<file path="config.mk">
export PLATFORM = sky130hd
export DESIGN_NAME = perf_override_ctrl
export DESIGN_NICKNAME = d
export VERILOG_FILES = /design/src/rtl/perf_ovr_pkg.sv /design/src/rtl/perf_ovr_sync.sv /design/src/rtl/perf_ovr_regs.sv /design/src/rtl/perf_ovr_select.sv /design/src/rtl/perf_override_ctrl.sv
export SDC_FILE = /design/constraint.sdc
export NUM_CORES = 1
export LEC_CHECK = 0
export BUFFER_PORTS_ARGS = -buffer_cell sky130_fd_sc_hd__buf_2
export CORE_AREA = 2 2 39 41
export DETAILED_ROUTE_END_ITERATION = 6
export DIE_AREA = 0 0 41 43
export PLACE_DENSITY_LB_ADDON = 0.05
export SYNTH_ARGS = -nofsm -noshare
export SYNTH_HDL_FRONTEND = slang
export SYNTH_SLANG_ARGS = --single-unit
</file>
<file path="constraint.sdc">
create_clock -name clk -period 1.35 [get_ports clk]
set_input_delay 0.135 -clock clk [delete_from_list [all_inputs] [get_ports clk]]
set_output_delay 0.135 -clock clk [all_outputs]
set_load 0.005 [all_outputs]
</file>
<file path="src/rtl/perf_ovr_pkg.sv">
package perf_ovr_pkg;

  typedef enum logic [1:0] {
    REG_LEVEL = 2'd0,
    REG_MASK  = 2'd1,
    REG_STAT  = 2'd2,
    REG_RSVD  = 2'd3
  } perf_reg_e;

  localparam int REG_ADDR_W = 2;

endpackage

</file>
<file path="src/rtl/perf_ovr_sync.sv">
module perf_ovr_sync #(
  parameter int STAGES = 2
) (
  input  logic clk,
  input  logic rst_n,
  input  logic din,
  output logic dout
);

  logic [STAGES-1:0] stage_q;
  logic [STAGES-1:0] stage_d;

  always_comb begin
    stage_d = {stage_q[STAGES-2:0], din};
  end

  always_ff @(posedge clk or negedge rst_n) begin
    if (!rst_n) begin
      stage_q <= '0;
    end else begin
      stage_q <= stage_d;
    end
  end

  assign dout = stage_q[STAGES-1];

  // first stage follows the raw input one edge later
  p_first_stage_r2: assert property (@(posedge clk) disable iff (!rst_n)
    din |=> stage_q[0]);
  p_first_clear_r2: assert property (@(posedge clk) disable iff (!rst_n)
    !din |=> !stage_q[0]);

  for (genvar gi = 1; gi < STAGES; gi++) begin : g_stage_chk
    // each later stage follows its predecessor by one edge
    p_stage_shift_r2: assert property (@(posedge clk) disable iff (!rst_n)
      stage_q[gi-1] |=> stage_q[gi]);
    p_stage_clear_r2: assert property (@(posedge clk) disable iff (!rst_n)
      !stage_q[gi-1] |=> !stage_q[gi]);
  end

endmodule

</file>
<file path="src/rtl/perf_ovr_regs.sv">
module perf_ovr_regs
  import perf_ovr_pkg::*;
#(
  parameter int LVL_W = 3
) (
  input  logic                  clk,
  input  logic                  rst_n,
  input  logic                  wr_en,
  input  logic [REG_ADDR_W-1:0] wr_addr,
  input  logic [LVL_W-1:0]      wr_data,
  input  logic [REG_ADDR_W-1:0] rd_addr,
  input  logic                  forced,
  output logic [LVL_W-1:0]      rd_data,
  output logic [LVL_W-1:0]      sw_level,
  output logic                  mask
);

  localparam logic [LVL_W-1:0] LVL_RESET = '1;
  localparam logic [LVL_W-1:0] PAD_ZERO  = '0;

  logic [LVL_W-1:0] lvl_q, lvl_d;
  logic             mask_q, mask_d;
  logic             lvl_en, mask_en;

  always_comb begin
    lvl_en  = wr_en && (wr_addr == REG_LEVEL);
    mask_en = wr_en && (wr_addr == REG_MASK);
    lvl_d   = lvl_en  ? wr_data    : lvl_q;
    mask_d  = mask_en ? wr_data[0] : mask_q;
  end

  always_ff @(posedge clk or negedge rst_n) begin
    if (!rst_n) begin
      lvl_q  <= LVL_RESET;
      mask_q <= 1'b0;
    end else begin
      lvl_q  <= lvl_d;
      mask_q <= mask_d;
    end
  end

  always_comb begin
    unique case (rd_addr)
      REG_LEVEL: rd_data = lvl_q;
      REG_MASK:  rd_data = {PAD_ZERO[LVL_W-1:1], mask_q};
      REG_STAT:  rd_data = {PAD_ZERO[LVL_W-1:1], forced};
      default:   rd_data = PAD_ZERO;
    endcase
  end

  assign sw_level = lvl_q;
  assign mask     = mask_q;

  // the status address is read-only
  p_stat_ro_r9: assert property (@(posedge clk) disable iff (!rst_n)
    (wr_en && wr_addr == REG_STAT) |=> ($stable(lvl_q) && $stable(mask_q)));

  // a level write is stored as written
  p_lvl_store_r9: assert property (@(posedge clk) disable iff (!rst_n)
    (wr_en && wr_addr == REG_LEVEL) |=> (lvl_q == $past(wr_data)));

endmodule

</file>
<file path="src/rtl/perf_ovr_select.sv">
module perf_ovr_select #(
  parameter int LVL_W = 3
) (
  input  logic             clk,
  input  logic             rst_n,
  input  logic             req_sync,
  input  logic             mask,
  input  logic [LVL_W-1:0] sw_level,
  output logic [LVL_W-1:0] level,
  output logic             level_changed,
  output logic             wake,
  output logic             forced
);

  localparam logic [LVL_W-1:0] LVL_MAX = '1;
  localparam logic [LVL_W-1:0] LVL_OFF = '0;

  logic             ovr_active;
  logic [LVL_W-1:0] level_q, level_d;
  logic             chg_q, chg_d;
  logic             wake_q, wake_d;
  logic             forced_q, forced_d;

  always_comb begin
    ovr_active = req_sync && !mask;
    level_d    = ovr_active ? LVL_MAX : sw_level;
    forced_d   = ovr_active;
    chg_d      = (level_d != level_q);
    wake_d     = ovr_active && !forced_q && (sw_level == LVL_OFF);
  end

  always_ff @(posedge clk or negedge rst_n) begin
    if (!rst_n) begin
      level_q  <= LVL_MAX;
      chg_q    <= 1'b0;
      wake_q   <= 1'b0;
      forced_q <= 1'b0;
    end else begin
      level_q  <= level_d;
      chg_q    <= chg_d;
      wake_q   <= wake_d;
      forced_q <= forced_d;
    end
  end

  assign level         = level_q;
  assign level_changed = chg_q;
  assign wake          = wake_q;
  assign forced        = forced_q;

  // forced output always carries the top level
  p_forced_max_r4: assert property (@(posedge clk) disable iff (!rst_n)
    forced_q |-> (level_q == LVL_MAX));

  // unforced output tracks the stored level of the previous cycle
  p_sw_follow_r5: assert property (@(posedge clk) disable iff (!rst_n)
    !forced_q |-> (level_q == $past(sw_level)));

  // a mask in force on the previous cycle prevents forcing
  p_mask_blocks_r3: assert property (@(posedge clk) disable iff (!rst_n)
    $past(mask) |-> !forced_q);

  // wake only with the jump out of the off level
  p_wake_jump_r6: assert property (@(posedge clk) disable iff (!rst_n)
    wake_q |-> (forced_q && level_q == LVL_MAX && $past(sw_level) == LVL_OFF));
  p_wake_single_r6: assert property (@(posedge clk) disable iff (!rst_n)
    wake_q |=> !wake_q);

  // strobe exactly when the output moved
  p_chg_on_move_r8: assert property (@(posedge clk) disable iff (!rst_n)
    (level_q != $past(level_q)) |-> chg_q);
  p_chg_only_move_r8: assert property (@(posedge clk) disable iff (!rst_n)
    chg_q |-> (level_q != $past(level_q)));

endmodule

</file>
<file path="src/rtl/perf_override_ctrl.sv">
module perf_override_ctrl
  import perf_ovr_pkg::*;
#(
  parameter int LVL_W       = 3,
  parameter int SYNC_STAGES = 2
) (
  input  logic                  clk,
  input  logic                  rst_n,
  input  logic                  wr_en,
  input  logic [REG_ADDR_W-1:0] wr_addr,
  input  logic [LVL_W-1:0]      wr_data,
  input  logic [REG_ADDR_W-1:0] rd_addr,
  output logic [LVL_W-1:0]      rd_data,
  input  logic                  hw_req,
  input  logic                  irq_n,
  input  logic                  fiq_n,
  output logic [LVL_W-1:0]      level_out,
  output logic                  level_changed,
  output logic                  wake,
  output logic                  forced
);

  logic             req_raw;
  logic             req_sync;
  logic [LVL_W-1:0] sw_level;
  logic             mask;
  logic             forced_w;

  // request is the OR of the active-high line and the inverted interrupts
  assign req_raw = hw_req | ~irq_n | ~fiq_n;

  perf_ovr_sync #(
    .STAGES (SYNC_STAGES)
  ) u_sync (
    .clk   (clk),
    .rst_n (rst_n),
    .din   (req_raw),
    .dout  (req_sync)
  );

  perf_ovr_regs #(
    .LVL_W (LVL_W)
  ) u_regs (
    .clk      (clk),
    .rst_n    (rst_n),
    .wr_en    (wr_en),
    .wr_addr  (wr_addr),
    .wr_data  (wr_data),
    .rd_addr  (rd_addr),
    .forced   (forced_w),
    .rd_data  (rd_data),
    .sw_level (sw_level),
    .mask     (mask)
  );

  perf_ovr_select #(
    .LVL_W (LVL_W)
  ) u_sel (
    .clk           (clk),
    .rst_n         (rst_n),
    .req_sync      (req_sync),
    .mask          (mask),
    .sw_level      (sw_level),
    .level         (level_out),
    .level_changed (level_changed),
    .wake          (wake),
    .forced        (forced_w)
  );

  assign forced = forced_w;

  // nothing is forced or pulsed while reset is held
  p_reset_quiet_r1: assert property (@(posedge clk)
    !rst_n |-> (!forced && !wake && !level_changed));

  // a synchronized request with mask clear forces on the next edge
  p_req_forces_r7: assert property (@(posedge clk) disable iff (!rst_n)
    (req_sync && !mask) |=> forced);

endmodule

</file>
---- Word-level counts from Yosys, hierarchy flattened ----
Cells that the tools add are included.
storage, ports and cells
  output and inout bits ................... 9
  register bits ........................... 12
  input port bits ......................... 13
  logic and storage cells ................. 27
operators by class
  eq/ne operators ......................... 4
  reduce and logical (&&, ||, !) cells .... 10
  muxes and demuxes ....................... 2
  bitwise logic cells ..................... 4
operators with widths
  kind                                                  number
  case mux 3 bit (3 select lines)                       1
  logical AND 1 bit                                     5
  equality test 2 x 1 -> 1 bit (second input constant)  2
  logical NOT 2 bit                                     2
  logical NOT 3 bit                                     1
  two-way mux 3 bit                                     1
  != test 3 bit                                         1
  equality test 2 bit (second input constant)           1
  logical NOT 1 bit                                     2
  inverter 1 bit                                        2
  OR 1 bit                                              2

---- Depth between registers and ports, before layout ----
Gate-level depths: netlist of run 1.
  word-level depth ........................ 4
  mapped depth ............................ 4
  mapped depth without buffers ............ 4

---- By module ----
A second synthesis of run 1 with hierarchy kept.
unflattened totals
  cell total of the unflattened synthesis .. 41
  area total of the unflattened synthesis .. 538.0 µm²
by module, submodules not included
  module              area an instance (µm²)  cells an instance  seq. area each (µm²)  times used
  perf_ovr_select     267.8                   23                 153.9                 1
  perf_ovr_regs       212.7                   15                 103.8                 1
  perf_ovr_sync       50.0                    2                  50.0                  1
  perf_override_ctrl  7.5                     1                  0.0                   1

---- Worst setup path before layout of run 1 ----
OpenSTA, ideal clock, no wires.
  path kind ............................... register to register
  start point ............................. register u_sync.stage_q[1]
  end point ............................... register u_sel.chg_q, in the netlist u_sel.level_changed
  library setup time ...................... 0.124 ns
  data required time ...................... 1.226 ns
  setup slack ............................. 0.228 ns
  data arrival time ....................... 0.998 ns
  period minus slack after synthesis ...... 1.122 ns
  path buffers ............................ 0
  stages on the path, launching flop included .. 5
  path through ............................ dfrtp_1 -> nor2b_2 -> or3_1 -> a21oi_1 -> o21ai_1
between the ends
  longest elaborated chain between the ends .. 3
ends and longest elaborated chain
  item                    RTL line               RTL
  start, declared         perf_ovr_sync.sv:10    logic [STAGES-1:0] stage_q;
  start signal, assigned  perf_ovr_sync.sv:21    stage_q <= stage_d;
  logical AND 1 bit       perf_ovr_select.sv:25  ovr_active = req_sync && !mask;
  net u_sel.forced_d      perf_ovr_select.sv:22  logic forced_q, forced_d;
  two-way mux 3 bit       perf_ovr_select.sv:26  level_d = ovr_active ? LVL_MAX : sw_level;
  != test 3 bit           perf_ovr_select.sv:28  chg_d = (level_d != level_q);
  net u_sel.chg_d         perf_ovr_select.sv:20  logic chg_q, chg_d;
  end signal, assigned    perf_ovr_select.sv:40  chg_q <= chg_d;
  end, declared           perf_ovr_select.sv:20
The timed path passes the listed nets, and every way through them passes these cells.
A chain may end at the register's enable or synchronous reset.

---- Final worst setup path of run 1 ----
  start point ............................. register u_regs.lvl_q[0], in the netlist u_regs.sw_level[0]
  end point ............................... output port rd_data[0]
between the ends
  longest elaborated chain between the ends .. 1
ends and longest elaborated chain
  item                             RTL line                  RTL
  start, declared                  perf_ovr_regs.sv:21       logic [LVL_W-1:0] lvl_q, lvl_d;
  start signal, assigned           perf_ovr_regs.sv:37       lvl_q <= lvl_d;
  case mux 3 bit (3 select lines)  perf_ovr_regs.sv:43       unique case (rd_addr)
  end, declared                    perf_override_ctrl.sv:13  output logic [LVL_W-1:0] rd_data,
Every way passes these cells.

==> results.py, run 1 <==
metrics = {
    "power_and_ir_drop": {
        "intPower_uw": 741,
        "power_frac_comb_pct": 22.5,
        "switching_power_uw": 262,
        "swShare_pct": 26.1,
        "pwr-share-clk_pct": 27.8,
        "ir_drop_v": 0.000728,
        "finalPower_mw": 1.00,
        "p_seq_share_pct": 49.7,
        "p_leak_nw": 0.314,
        "cellPowerDensity_nw_per_um2": 1440,
    },
    "yosys": {
        "yosys-top-cells-count": "6 x dfrtp_1, 6 x dfstp_2, 4 x mux2_2, 3 x nand2_1, 3 x nand3b_1",
        "synth_top_area_share_pct": 30.4,
        "synth_flop_cell": "dfstp_2",
        "yosys_register_bits": 12,
        "async_flop_share_pct": 100,
        "synth_warnings": 0,
        "synth.net_count": 53,
        "yosysUniqueCellTypes": 21,
        "yosys-top-cells-area": "dfstp_2 30%, dfrtp_1 29%, mux2_2 8.7%",
        "yosys.area.top_type": "dfstp_2",
        "avgSynthCellArea_sq_um": 13.0,
        "ys_seq_area_share_pct": 59.3,
        "synth_edf_count": 0,
        "synthCells": 40,
        "netlist_area_sq_um": 519,
    },
    "sta": {
        "rsz0062_at_grt": "false",
        "worstMarginPinSlew_ps": 287,
        "finalCritPeriodShare_pct": 94.8,
        "fin_skew_ps": 0.473,
        "setup_viol_count_final": 0,
        "min_period_ps": 1280,
        "drv_slew": 0,
        "max_freq_mhz": 782,
        "maxSlewHeadroom_pct": 80.8,
        "timing.final.ws_setup_ps": 70.5,
        "setup-tns-final_ps": 0,
        "hold_violations": 0,
    },
    "route": {
        "vias": 380,
        "wl_per_cell_microns": 11.2,
        "routed_wl_microns": 931,
        "drt-initial-drc-count": 1,
        "drc": 0,
        "routed_via_density": 4.58,
        "antenna_left": 0,
        "first_pass_iters": 2,
    },
    "cts": {
        "cts_max_path_buffers": 2,
        "ctsHtreeMaxLevel": 1,
        "clk_pin_slew_worst_paths_ps": 70,
        "ctsRootBufferMaster": "clkbuf_4",
        "postCtsResizedCells": 0,
        "cts_sinks": 12,
        "cts_tree": "yes",
        "numCtsBuffers": 3,
        "clk_latency_ps": 270,
    },
    "floorplanning": {
        "fp.dieW_microns": 41,
        "io_pins": 22,
        "die_area_sq_um": 1760,
        "core_sq_um": 1380,
        "rows": 14,
        "start_util_pct": 37.5,
        "die_height_microns": 43,
    },
    "cells_and_area": {
        "fillers": 134,
        "seqCellArea_sq_um": 308,
        "stdcell_area_sq_um": 698,
        "final_nets": 81,
        "drive_above_1_share_pct": 62.7,
        "multi_input_area_sq_um": 211,
        "areaGrowthSynthToFinish_pct": 34.5,
        "n_antenna_cell": 0,
    },
    "job": {
        "maxCapViolations": 0,
    },
    "placement": {
        "place_ws_ps": 163,
        "gp_congestion": 0.592,
        "dpl.hpwl_microns": 722,
        "io_buffer_count": 21,
        "post_dp_cell_area_sq_um": 644,
    },
    "global_route": {
        "grt_start_max_net_pins": 13,
        "grt_usage_pct": 13.0,
        "grt_overflow": 0,
        "grt_pass1_vias": 352,
        "antenna_found_initial": 0,
        "grt_pass1_wl_microns": 1480,
    },
    "setup_path": {
        "crit_type": "reg -> out",
        "setup.worst_path.start_class": "flip-flop",
        "worstPathRequired_ps": 1220,
        "arrival_ps": 1140,
        "critPathMaxFanout": 4,
        "critPathCaptureType": "output port",
    },
    "min_path": {
        "hp-class": "in -> reg",
    },
    "status": {
        "status": "finished clean",
    },
}
state kept, by name, indices dropped and copies added (netlist names):
register and flops:
u_sel.level_changed 1, u_sync.stage_q 2, u_sel.wake 1, u_regs.mask 1
u_sel.level 3, u_regs.sw_level 3, u_sel.forced 1
layout by cell type, fill, tap and decap left out, types with 2 or more instances in the layout:
master    instances
buf_2            21
clkbuf_4          3
dfrtp_1           6
dfstp_2           6
mux2_2            4
nand2_1           3
nand3b_1          3
nor3b_1           2
or2_2             2
metrics by stage:
step	hold slack [ps]	utilization, %	std cells
floorplan	-161	-	40
global placement	28.3	46.6	77
detailed placement	25.5	46.6	77
CTS	37.0	49.9	82
global route	33.0	50.5	83
finish	45.2	50.5	83
final timing paths:
| kind | start | endpoint | slack [ps] | cells after the start |
|---|---|---|---|---|
| max in group asynchronous | rst_n | u_regs.sw_level[1] | 830 | 2 |
| hold reg to reg | u_sync.stage_q[0] | u_sync.stage_q[1] | 360 | 0 |
| setup reg to reg | u_regs.sw_level[1] | u_sel.level_changed | 120 | 4 |
| setup / recovery | u_regs.sw_level[0] | rd_data[0] | 70 | 3 |
| hold / removal | fiq_n | u_sync.stage_q[0] | 50 | 2 |
| min in group asynchronous | rst_n | u_sel.wake | 260 | 2 |
layer usage:
| layer | global-route usage, % | part of all wire (%) | up-vias |
|---|---|---|---|
| met1 | 16.4 | 47 | 172 |
| met2 | 18.1 | 46 | 13 |
| met3 | 7.85 | 6.8 | 0 |
| li1 | - | - | 195 |
| met4 | 4.00 | 0 | 0 |
| met5 | 0 | 0 | - |
timing repair:
item,in CTS,in global routing
setup endpoints to repair,0,1
setup buffers,0,1
hold buffers,1,0
hold endpoints to repair,12,0
kinds of logic after synthesis:
| family | Yosys count | synth area share, % |
|---|---|---|
| compound gates | 4 | 5.30 |
| flops | 12 | 59.3 |
| simple gates | 17 | 21.4 |
| xor+xnor | 2 | 3.37 |
| mux | 5 | 10.6 |
critical path, cell delays in order (launching register included):
cell and delay, ps:
dfstp_2 550, mux2i_1 60, o21ai_0 130, buf_2 130
power by group through the flow:
stage	clock, mW	sequential (mW)	combinational [mW]
floorplan	0	0.503	0.122
finish	0.279	0.498	0.226
CTS	0.290	0.507	0.216
global placement	0	0.513	0.210
detailed placement	0	0.513	0.213
global route	0.312	0.509	0.252
layout make-up:
class                           instances  area share (%)
Multi-Input combinational cell         28            30.3
Timing Repair Buffer                   23            17.6
Tap cell                               16            2.87
Sequential cell                        12            44.1
Clock buffer                            4            5.20
No activity file was read; power rests on OpenSTA's default activity.
==> run 2: changes to the inputs <==
- CORE_AREA: 2 2 39 41 -> default
- CORE_MARGIN: default -> 2
- CORE_UTILIZATION: default -> 25
- DIE_AREA: 0 0 41 43 -> default
==> run 2 against run 1 <==
Count of clock-buffer cells in the layout unchanged. Wire length increased by 3.9%. Power increased by 0.38%. Largest power group unchanged.
==> results.py, run 2 (synthesis gave the netlist of run 1 again) <==
metrics = {
    "setup_path": {
        "arrival_ps": 1120,
        "setup.worst_path.start_class": "flip-flop",
        "reg2reg_from": "u_regs.sw_level[1]",
        "worstPathRequired_ps": 1220,
        "reg2regPathDepth": 4,
        "worstSetupEndpoint": "rd_data[0]",
        "cp_top_family": "flip-flops",
        "path_buf_inv": 1,
        "reg2reg_slack_ps": 130,
        "slowest_stage": "dfstp_2",
        "critPathCaptureType": "output port",
        "critical_path_depth": 3,
        "crit_type": "reg -> out",
        "reg2reg_to": "u_sel.level_changed",
        "max_stage_delay_ps": 560,
        "critPathMaxFanout": 4,
        "path_cells": "mux2i_1 > o21ai_1 > buf_2",
        "crit_start": "u_regs.sw_level[0]",
    },
    "route": {
        "first_pass_iters": 3,
        "drt-initial-drc-count": 1,
        "drc": 0,
        "routed_via_density": 4.24,
        "wl_per_cell_microns": 10.3,
        "antenna_left": 0,
        "routed_wl_microns": 967,
        "vias": 399,
    },
    "job": {
        "maxCapViolations": 0,
    },
    "floorplanning": {
        "io_pins": 22,
        "start_util_pct": 26.5,
        "die_height_microns": 49.6,
        "rows": 16,
        "core_sq_um": 1960,
        "fp.dieW_microns": 49.6,
        "die_area_sq_um": 2460,
    },
    "global_route": {
        "grt_start_max_net_pins": 13,
        "grt_overflow": 0,
        "grt_usage_pct": 9.15,
        "grt_pass1_vias": 380,
        "grt_pass1_wl_microns": 1660,
        "antenna_found_initial": 0,
    },
    "placement": {
        "post_dp_cell_area_sq_um": 658,
        "io_buffer_count": 21,
        "place_inst": 88,
        "gp_congestion": 0.766,
        "place_ws_ps": 166,
        "dpl.hpwl_microns": 763,
    },
    "sta": {
        "max_freq_mhz": 796,
        "timing.final.ws_setup_ps": 93.5,
        "setup-tns-final_ps": 0,
        "hold_violations": 0,
        "drv_slew": 0,
        "finalCritPeriodShare_pct": 93.1,
        "worstMarginPinSlew_ps": 303,
        "rsz0062_at_grt": "false",
        "maxSlewHeadroom_pct": 79.7,
        "setup_viol_count_final": 0,
        "whs_ps": 46.1,
        "fin_skew_ps": 4.38,
        "min_period_ps": 1260,
    },
    "cells_and_area": {
        "postLayoutCoreUtil_pct": 36.5,
        "layout_commonest_cell": "buf_2",
        "drive_above_1_share_pct": 64.2,
        "final_cell_mix": "21 x buf_2, 6 x dfrtp_1, 6 x dfstp_2",
        "stdcell_area_sq_um": 717,
        "final_cells": 94,
        "n_antenna_cell": 0,
        "areaGrowthSynthToFinish_pct": 38.1,
        "final_nets": 81,
    },
    "cts": {
        "cts_tree": "yes",
        "ctsHtreeMaxLevel": 1,
        "cts_sinks": 12,
        "numCtsBuffers": 3,
        "clk_pin_slew_worst_paths_ps": 70,
        "cts_max_path_buffers": 2,
        "ctsRootBufferMaster": "clkbuf_4",
        "clk_latency_ps": 270,
    },
    "power_and_ir_drop": {
        "cellPowerDensity_nw_per_um2": 1400,
        "ir_drop_v": 0.000891,
        "p_leak_nw": 0.316,
        "finalPower_mw": 1.01,
    },
    "min_path": {
        "hp-class": "in -> reg",
    },
    "status": {
        "status": "finished clean",
    },
}
-- run 2: cell counts in the layout (fill, tap and decap cells not counted) --
No cell type changed its count.
-- run 2: final cells by class --
| cell class | instances | area, sq um |
|---|---|---|
| Sequential cell | 12 | 308 |
| Fill cell | 221 | 1240 |
| Tap cell | 27 | 33.8 |
| Timing Repair Buffer | 23 | 123 |
| Multi-Input combinational cell | 28 | 216 |
| Clock buffer | 4 | 36.3 |
-- run 2: report_power, final --
part | internal, mW | leakage (nW) | switching (mW)
sequential | 0.447 | 0.130 | 0.0492
clock | 0.164 | 0.0210 | 0.115
combinational | 0.131 | 0.165 | 0.100
-- run 2: timing repair --
action / 4_1_cts / 5_1_grt
setup buffers: 1 / 0
hold buffers: 1 / 0
setup endpoints to repair: 1 / 2
resized for setup: 0 / 2
hold endpoints to repair: 12 / 0
gates cloned: 0 / 0
-- run 2: worst min path at each step --
stage                from                 to  slack [ps]  cells past startpoint
floorplan           rst_n        u_regs.mask        -160                      0
global placement    rst_n         u_sel.wake          30                      1
detailed placement  rst_n         u_sel.wake          30                      1
CTS                 fiq_n  u_sync.stage_q[0]          40                      2
global route        fiq_n  u_sync.stage_q[0]          40                      2
finish              fiq_n  u_sync.stage_q[0]          50                      2
-- run 2: routing by layer --
layer | GRT usage, % | up-vias | wire length (microns) | share of wire [%]
li1 | - | 197 | - | -
met1 | 11.6 | 188 | 448 | 46
met2 | 12.7 | 14 | 445 | 46
met3 | 5.76 | 0 | 73 | 7.5
met4 | 2.78 | 0 | 0 | 0
met5 | 0 | - | 0 | 0
==> run 3: changes to the inputs <==
- SYNTH_HIERARCHICAL: default -> 1
==> run 3 against run 2 <==
Area after synthesis is 3.6% higher. Register-to-register slack hardly changed. Wire length is 6.9% higher. Clock power is 26% lower. Setup slack worse by 24 ps. Worst hold slack better by 6.1 ps. Fmax is 1.9% lower. Cell area is 1.4% higher. Via count is 7.5% higher. Cell count stayed put. Critical endpoint is now rd_data[2].
==> results.py, run 3 <==
metrics = {
    "status": {
        "status": "finished clean",
    },
    "power_and_ir_drop": {
        "ir_drop_v": 0.000525,
        "p_leak_nw": 0.320,
        "cellPowerDensity_nw_per_um2": 1280,
        "finalPower_uw": 932,
    },
    "global_route": {
        "grt_usage_pct": 9.55,
        "grt_pass1_wl_microns": 1790,
        "grt_start_max_net_pins": 13,
        "grt_overflow": 0,
        "grt_pass1_vias": 422,
        "antenna_found_initial": 0,
    },
    "setup_path": {
        "reg2reg_slack_ps": 140,
        "reg2regPathDepth": 4,
        "reg2reg_to": "u_sel/level_changed",
        "reg2reg_from": "u_regs/mask",
        "critPathMaxFanout": 7,
        "worstSetupEndpoint": "rd_data[2]",
        "arrival_ps": 1150,
        "crit_start": "u_regs/sw_level[2]",
        "critPathCaptureType": "output port",
        "setup.worst_path.start_class": "flip-flop",
        "crit_type": "reg -> out",
        "worstPathRequired_ps": 1220,
    },
    "floorplanning": {
        "rows": 16,
        "core_sq_um": 2000,
        "die_height_microns": 50.4,
        "die_area_sq_um": 2540,
        "io_pins": 22,
        "start_util_pct": 26.9,
        "fp.dieW_microns": 50.4,
    },
    "cts": {
        "clk_latency_ps": 260,
        "cts_max_path_buffers": 2,
        "cts_sinks": 12,
        "cts_tree": "yes",
        "ctsHtreeMaxLevel": 1,
        "clk_pin_slew_worst_paths_ps": 70,
        "numCtsBuffers": 3,
        "ctsRootBufferMaster": "clkbuf_4",
    },
    "route": {
        "routed_wl_microns": 1030,
        "routed_via_density": 4.56,
        "first_pass_iters": 4,
        "vias": 429,
        "wl_per_cell_microns": 11.0,
        "drc": 0,
        "drt-initial-drc-count": 5,
        "antenna_left": 0,
    },
    "min_path": {
        "hp-class": "in -> reg",
        "hold_start": "fiq_n",
    },
    "sta": {
        "min_period_ps": 1280,
        "fin_skew_ps": 2.31,
        "setup_viol_count_final": 0,
        "drv_slew": 0,
        "worstMarginPinSlew_ps": 288,
        "rsz0062_at_grt": "false",
        "maxSlewHeadroom_pct": 80.5,
        "max_freq_mhz": 781,
        "hold_violations": 0,
        "timing.final.ws_setup_ps": 69.7,
        "finalCritPeriodShare_pct": 94.8,
        "whs_ps": 52.1,
        "setup-tns-final_ps": 0,
    },
    "cells_and_area": {
        "stdcell_area_sq_um": 727,
        "layout_commonest_cell": "buf_2",
        "n_antenna_cell": 0,
        "areaGrowthSynthToFinish_pct": 35.1,
        "final_cell_mix": "21 x buf_2, 6 x dfrtp_1, 6 x dfstp_2",
        "final_nets": 82,
        "postLayoutCoreUtil_pct": 36.3,
        "drive_above_1_share_pct": 61.2,
        "multi_input_area_sq_um": 236,
        "fillers": 214,
        "final_cells": 94,
        "seqCellArea_sq_um": 308,
    },
    "yosys": {
        "yosys_register_bits": 12,
        "yosys-top-cells-count": "6 x dfrtp_1, 6 x dfstp_2, 4 x mux2_2, 3 x nand2b_1, 3 x nand3b_1",
        "synth_warnings": 6,
        "synth_edf_count": 0,
        "synth_top_area_share_pct": 29.3,
        "avgSynthCellArea_sq_um": 13.1,
        "netlist_area_sq_um": 538,
        "yosys-top-cells-area": "dfstp_2 29%, dfrtp_1 28%, mux2_2 8.4%",
        "ys_seq_area_share_pct": 57.2,
        "synth.net_count": 54,
        "yosysUniqueCellTypes": 22,
        "synth_flop_cell": "dfstp_2",
        "yosys.area.top_type": "dfstp_2",
        "async_flop_share_pct": 100,
        "synthCells": 41,
    },
    "placement": {
        "io_buffer_count": 21,
        "gp_congestion": 0.736,
        "place_inst": 89,
        "post_dp_cell_area_sq_um": 677,
        "place_ws_ps": 213,
        "dpl.hpwl_microns": 806,
    },
    "job": {
        "maxCapViolations": 0,
    },
}
-- run 3: metal layers --
layer / track usage [%] / vias to the layer above / part of all wire (%)
met5: 0 / - / 0
met4: 1.35 / 0 / 0
met3: 5.36 / 0 / 8.0
met2: 16.2 / 19 / 52
met1: 10.7 / 209 / 40
li1: - / 201 / -
-- run 3: cell families (layout without fill, tap and decap cells) --
group | after synthesis | count (layout) | synth area share [%]
AOI/OAI and AO/OA | 4 | 4 | 4.88
xor gates and xnor gates | 1 | 1 | 1.63
buffers and inverters | 1 | 27 | 0.697
DFF | 12 | 12 | 57.2
muxes | 5 | 5 | 10.2
and+or+nand+nor | 18 | 18 | 25.3
-- run 3: power by group --
group | switching (mW) | internal [mW] | leakage [nW]
Combinational | 0.0986 | 0.132 | 0.176
Clock | 0.103 | 0.103 | 0.0138
Sequential | 0.0494 | 0.446 | 0.130
-- run 3: worst min-delay path by stage --
stage,to,cells after the start
6_report,u_sync/stage_q[0],2
5_1_grt,u_sync/stage_q[0],2
4_1_cts,u_sync/stage_q[0],2
3_5_place_dp,u_sel/forced,1
3_3_place_gp,u_sel/wake,1
2_1_floorplan,u_regs/mask,0
-- run 3: cell type report --
type	instances	area share, %
clock buffers	3	3.10
inverters	1	0.516
flip-flops and latches	12	42.3
well taps	27	4.65
repair buffers	23	16.9
multi-input cells	28	32.5
-- run 3: worst max-delay path, cell delays in order, from the launching register on --
cell	delay (ps)
dfstp_2	580
nor3b_2	170
buf_2	130
-- run 3: what timing repair did --
item	in CTS	in global routing
endpoints found under the hold margin	12	0
pin swaps	0	0
resized for setup	1	2
endpoints found under the setup margin	2	2
hold buffers	1	0
buffers inserted	1	0
